===== config.mk =====
export PLATFORM = sky130hd
export DESIGN_NAME = serial_fifo_status
export DESIGN_NICKNAME = d
export VERILOG_FILES = /design/src/rtl/sfs_pkg.sv /design/src/rtl/sfs_fifo.sv /design/src/rtl/sfs_rx_status.sv /design/src/rtl/serial_fifo_status.sv
export SDC_FILE = /design/constraint.sdc
export NUM_CORES = 1
export LEC_CHECK = 0
export BUFFER_PORTS_ARGS = -buffer_cell sky130_fd_sc_hd__clkbuf_2
export CORE_MARGIN = 2
export CORE_UTILIZATION = 25
export CTS_CLUSTER_DIAMETER = 60
export CTS_CLUSTER_SIZE = 14
export DETAILED_ROUTE_END_ITERATION = 10
export GPL_ROUTABILITY_DRIVEN = 0
export HOLD_SLACK_MARGIN = 0.1
export SYNTH_ARGS = -nofsm -noshare
export SYNTH_HDL_FRONTEND = slang
export SYNTH_SLANG_ARGS = --single-unit
export TNS_END_PERCENT = 1

===== constraint.sdc =====
create_clock -name clk -period 2.34 [get_ports clk]
set_input_delay 0.234 -clock clk [delete_from_list [all_inputs] [get_ports clk]]
set_output_delay 0.234 -clock clk [all_outputs]
set_load 0.01 [all_outputs]

===== src/rtl/sfs_pkg.sv =====
package sfs_pkg;
  // Next-state action for the sticky overrun flag.
  typedef enum logic [1:0] {
    OVR_KEEP  = 2'd0,
    OVR_SET   = 2'd1,
    OVR_CLEAR = 2'd2
  } ovr_act_e;
endpackage


===== src/rtl/sfs_fifo.sv =====
module sfs_fifo #(
  parameter int DATA_W = 16,
  parameter int DEPTH  = 16
) (
  input  logic                       clk,
  input  logic                       rst_n,
  input  logic                       flush,
  input  logic                       push,
  input  logic [DATA_W-1:0]          wdata,
  input  logic                       pop,
  output logic [DATA_W-1:0]          rdata,
  output logic [$clog2(DEPTH):0]     count,
  output logic                       drop
);
  localparam int AW = $clog2(DEPTH);
  localparam int CW = AW + 1;

  logic [DATA_W-1:0] mem [DEPTH];
  logic [AW-1:0]     wr_ptr_q, wr_ptr_d, rd_ptr_q, rd_ptr_d;
  logic [AW-1:0]     wr_inc, rd_inc;
  logic [CW-1:0]     cnt_q, cnt_d;
  logic              full, empty, do_push, do_pop;

  assign full    = (cnt_q == CW'(DEPTH));
  assign empty   = (cnt_q == '0);
  assign do_pop  = pop & ~empty & ~flush;
  assign do_push = push & ~flush & (~full | do_pop);
  assign drop    = push & ~flush & full & ~pop;

  generate
    if ((DEPTH & (DEPTH - 1)) == 0) begin : g_pow2
      assign wr_inc = wr_ptr_q + AW'(1);
      assign rd_inc = rd_ptr_q + AW'(1);
    end else begin : g_wrap
      assign wr_inc = (wr_ptr_q == AW'(DEPTH - 1)) ? '0 : wr_ptr_q + AW'(1);
      assign rd_inc = (rd_ptr_q == AW'(DEPTH - 1)) ? '0 : rd_ptr_q + AW'(1);
    end
  endgenerate

  always_comb begin
    wr_ptr_d = wr_ptr_q;
    rd_ptr_d = rd_ptr_q;
    cnt_d    = cnt_q;
    if (flush) begin
      wr_ptr_d = '0;
      rd_ptr_d = '0;
      cnt_d    = '0;
    end else begin
      if (do_push) wr_ptr_d = wr_inc;
      if (do_pop)  rd_ptr_d = rd_inc;
      case ({do_push, do_pop})
        2'b10:   cnt_d = cnt_q + CW'(1);
        2'b01:   cnt_d = cnt_q - CW'(1);
        default: cnt_d = cnt_q;
      endcase
    end
  end

  always_ff @(posedge clk or negedge rst_n) begin
    if (!rst_n) begin
      wr_ptr_q <= '0;
      rd_ptr_q <= '0;
      cnt_q    <= '0;
    end else begin
      wr_ptr_q <= wr_ptr_d;
      rd_ptr_q <= rd_ptr_d;
      cnt_q    <= cnt_d;
    end
  end

  // Storage carries no reset; only written entries are ever read.
  always_ff @(posedge clk) begin
    if (do_push) mem[wr_ptr_q] <= wdata;
  end

  assign rdata = mem[rd_ptr_q];
  assign count = cnt_q;
endmodule


===== src/rtl/sfs_rx_status.sv =====
module sfs_rx_status
  import sfs_pkg::*;
#(
  parameter int LW = 4,
  parameter int CW = LW + 1
) (
  input  logic          clk,
  input  logic          rst_n,
  input  logic          port_en,
  input  logic [CW-1:0] rx_cnt,
  input  logic [LW-1:0] thresh,
  input  logic          drop,
  input  logic          clr_wr,
  input  logic          clr_bit,
  input  logic          irq_en,
  input  logic          dma_en,
  output logic          ovr,
  output logic          svc,
  output logic          irq,
  output logic          dma
);
  ovr_act_e act;
  logic     ovr_q, ovr_d;

  // Level >= thresh+1 is the same as level > thresh.
  assign svc = port_en & (rx_cnt > CW'(thresh));

  always_comb begin
    if (drop)                 act = OVR_SET;
    else if (clr_wr & clr_bit) act = OVR_CLEAR;
    else                      act = OVR_KEEP;
    case (act)
      OVR_SET:   ovr_d = 1'b1;
      OVR_CLEAR: ovr_d = 1'b0;
      default:   ovr_d = ovr_q;
    endcase
  end

  always_ff @(posedge clk or negedge rst_n) begin
    if (!rst_n) ovr_q <= 1'b0;
    else        ovr_q <= ovr_d;
  end

  assign ovr = ovr_q;
  assign irq = ovr_q | (svc & irq_en);
  assign dma = svc & dma_en & ~irq_en;
endmodule


===== src/rtl/serial_fifo_status.sv =====
module serial_fifo_status #(
  parameter int DATA_W = 16,
  parameter int DEPTH  = 16,
  parameter int LW     = $clog2(DEPTH)
) (
  input  logic              clk,
  input  logic              rst_n,
  input  logic              port_en,
  input  logic              rx_push,
  input  logic [DATA_W-1:0] rx_push_data,
  input  logic              rx_pop,
  output logic [DATA_W-1:0] rx_pop_data,
  input  logic              tx_push,
  input  logic [DATA_W-1:0] tx_push_data,
  input  logic              tx_pop,
  output logic [DATA_W-1:0] tx_pop_data,
  input  logic [LW-1:0]     rx_thresh,
  input  logic              rx_irq_en,
  input  logic              rx_dma_en,
  input  logic              ovr_wr,
  input  logic              ovr_wdata,
  output logic [LW-1:0]     rx_level,
  output logic [LW-1:0]     tx_level,
  output logic              rx_not_empty,
  output logic              tx_not_full,
  output logic              rx_overrun,
  output logic              rx_service,
  output logic              irq,
  output logic              dma_req
);
  localparam int CW = LW + 1;

  logic [CW-1:0] rx_cnt, tx_cnt, rx_cnt_m1;
  logic          rx_drop, tx_drop_unused;

  sfs_fifo #(.DATA_W(DATA_W), .DEPTH(DEPTH)) u_rx_q (
    .clk(clk), .rst_n(rst_n), .flush(~port_en),
    .push(rx_push), .wdata(rx_push_data),
    .pop(rx_pop), .rdata(rx_pop_data),
    .count(rx_cnt), .drop(rx_drop)
  );

  sfs_fifo #(.DATA_W(DATA_W), .DEPTH(DEPTH)) u_tx_q (
    .clk(clk), .rst_n(rst_n), .flush(~port_en),
    .push(tx_push), .wdata(tx_push_data),
    .pop(tx_pop), .rdata(tx_pop_data),
    .count(tx_cnt), .drop(tx_drop_unused)
  );

  sfs_rx_status #(.LW(LW), .CW(CW)) u_stat (
    .clk(clk), .rst_n(rst_n), .port_en(port_en),
    .rx_cnt(rx_cnt), .thresh(rx_thresh), .drop(rx_drop),
    .clr_wr(ovr_wr), .clr_bit(ovr_wdata),
    .irq_en(rx_irq_en), .dma_en(rx_dma_en),
    .ovr(rx_overrun), .svc(rx_service), .irq(irq), .dma(dma_req)
  );

  assign rx_cnt_m1    = rx_cnt - CW'(1);
  assign rx_level     = rx_cnt_m1[LW-1:0];
  assign tx_level     = tx_cnt[LW-1:0];
  assign rx_not_empty = (rx_cnt != '0);
  assign tx_not_full  = (tx_cnt < CW'(DEPTH));
endmodule


==> metrics.cfg <==
[timing]
slew_viol_final=0
rsz0062_at_grt=yes
hold_viol=0
fin_setup_tns_ns=-7.78
layout_min_cycle_time_ns=2.64
worstMarginPinSlew_ns=0.817
period_share=1.13
worst_slack_ns=-0.301
slew-limit-headroom=0.456
setup_violations=35
fmax_ghz=0.379
skew_ns=0.0213

[cells_and_area]
fin_area_sq_um=26800
area_delta_synth_final_pct=23.6
final_common_cell=edfxtp_1
fin_nets=1479
layout_common_cells=edfxtp_1, mux2i_1, clkbuf_2
final_cells=2572
final_layout_size_suffix_gt1_frac=0.289
antenna_cells=0

[critical_path]
critPathKind=reg -> out
r2r_slack_ns=-0.05
setup.worst_path.start_class=register
cp.required_ns=2.11
r2r_cells=10
crit_path_max_fanout=17
worstPathArrival_ns=2.41
reg2reg_to=u_tx_q.count[3]
rr_startpoint=u_tx_q.count[1]
worstSetupEndpointType=output port

[floorplanning]
floorplan.initialDensity=0.253
io_pins=93
rows=107
coreArea_sq_um=85500
die_y_um=298
dieArea_sq_um=89000
die_w_um=298

[logic_synthesis]
syn_avg_cell_area_sq_um=18.2
netlist_top_cells_area=edfxtp_1, mux4_2, mux2i_1, dfrtp_1, a221oi_1
yosys.area.top_type=edfxtp_1
synth_top_area_share=0.710
synth_flop_cell=edfxtp_1
ys_ff_latch=539
async_flop_share=0.0501
syn_inst=1192
synth_cell_types=51
synth_edf_count=512
ys.warnings.count=0
syn-num-nets=1260
syn_area_sq_um=21700
ys_seq_area_frac=0.741

[routing]
postRouteAntennaNets=0
wl_um=48700
drc_errors=0
drt_pass1_iterations=5
detail_route.wl_per_cell_um=18.9
first_iter_violations=721
vias=11400
vias_per_cell=4.43

[clocking]
cts-root-buf=clkbuf_16
cts-buffers-inserted=47
cts.htree.levels=2
path_clk_slew_ns=0.07
clkSinkCount=539
clk_latency_ns=0.58
cts_tree=done
cts.path.max_buffers=3

[min_path]
hold_path_class=in -> reg
hold-path-endpoint=u_rx_q.mem[2][15]
hp-start=rx_push_data[15]
holdPathStages=1

[global_routing]
grt_pass1_vias=11900
grt.overflow.total=0
grt_first_pass_wirelength_um=74000
grt_antenna_before_repair=1
grt_max_degree=35
grt_usage=0.108

[run_status]
status=finished, violations left
violations=negative setup slack

[place]
place_ws_ns=-0.116
place_inst=2458
numPortBuffers=92
dp_hpwl_um=31300
place_area_sq_um=24600

[pwr]
p_leak_uw=0.00880
power_density_nw_per_um2=866
vdd_ir_drop_max_mv=0.667

[run]
maxCapViolations=0

[area by class of cell]
class	count	area (sq um)
clock buffers	57	1220
clock inverters	9	96.3
fillers	8194	58800
inverters	19	73.8
multi-input cells	567	5580
flip-flops and latches	539	16100
well taps	1144	1430
repair buffers	237	2330
[synthesized netlist by cell type, types with 11 or more instances]
library cell and number:
edfxtp_1 512, mux2i_1 114, mux4_2 64, o21ai_0 56
nand2_1 55, a221oi_1 48, and2_1 37, clkbuf_1 37
a22oi_1 32, dfrtp_1 27, a21oi_1 22, ha_1 20
buf_2 19, inv_1 19, nor2_1 19, mux2_2 17
xor2_1 11
[sequential cells by signal, summed over array words and instances (netlist names)]
register         flops
u_rx_q.mem         256
u_rx_q.wr_ptr_q      4
u_stat.ovr           1
u_tx_q.rd_ptr_q      4
u_tx_q.count         5
u_tx_q.mem         256
u_tx_q.wr_ptr_q      4
u_rx_q.rd_ptr_q      4
u_rx_q.count         5
[worst max-delay path: stages, from the launching register on]
cell and delay (ns):
dfrtp_4 0.49, buf_12 0.16, buf_12 0.16, mux2i_1 0.13
a221oi_2 0.33, buf_4 0.18, o21ai_0 0.07, nand2_1 0.15
buf_2 0.16
[cells by family (layout without fill, tap and decap cells)]
| group | after synthesis | in the layout | share of synthesized area |
|---|---|---|---|
| adders and majority gates | 21 | 21 | 0.0125 |
| and+or+nand+nor | 160 | 160 | 0.0396 |
| muxes | 195 | 195 | 0.128 |
| DFF | 539 | 539 | 0.741 |
| xor gates and xnor gates | 18 | 18 | 0.00728 |
| buffers and inverters | 86 | 322 | 0.0181 |
| AOI/OAI and AO/OA | 173 | 173 | 0.0539 |
[worst max-delay path by stage]
stage,startpoint,endpoint,depth (start not counted)
finish,u_tx_q.rd_ptr_q[0],tx_pop_data[5],8
global route,u_tx_q.rd_ptr_q[0],tx_pop_data[5],8
CTS,u_rx_q.rd_ptr_q[0],rx_pop_data[7],7
detailed placement,u_tx_q.count[2],u_tx_q.mem[10][9],6
global placement,u_tx_q.count[2],u_tx_q.mem[11][10],6
floorplan,u_rx_q.count[0],u_rx_q.mem[9][0],7
[power by group]
part           internal (uW)  total, uW  switching (uW)
Sequential             10800      10900             137
Combinational           2670       5270            2600
Clock                   3700       7030            3330
Total                  17100      23200            6060
[metal layers]
metal | global-route usage | vias up | share of wire
li1 | - | 5214 | -
met1 | 0.141 | 5847 | 0.44
met2 | 0.186 | 276 | 0.50
met3 | 0.0177 | 63 | 0.043
met4 | 0.0294 | 0 | 0.020
met5 | 0 | - | 0
[metrics by stage]
step                      utilization  total power [uW]  hold slack (ns)
final                           0.313             23200            0.137
after global routing            0.313             24200            0.135
after CTS                       0.312             23500            0.106
after detailed placement        0.287             15800            0.373
after global placement          0.287             15700            0.363
after floorplan                     -             14200          -0.0616
[what timing repair did]
item	CTS	global route
gates resized for setup	56	27
hold endpoints to repair	345	0
endpoints found under the setup margin	293	125
pin swaps	36	10
hold buffers	31	0
gates cloned	4	0
buffers inserted	13	0
Power figures use the tool's default switching activity.
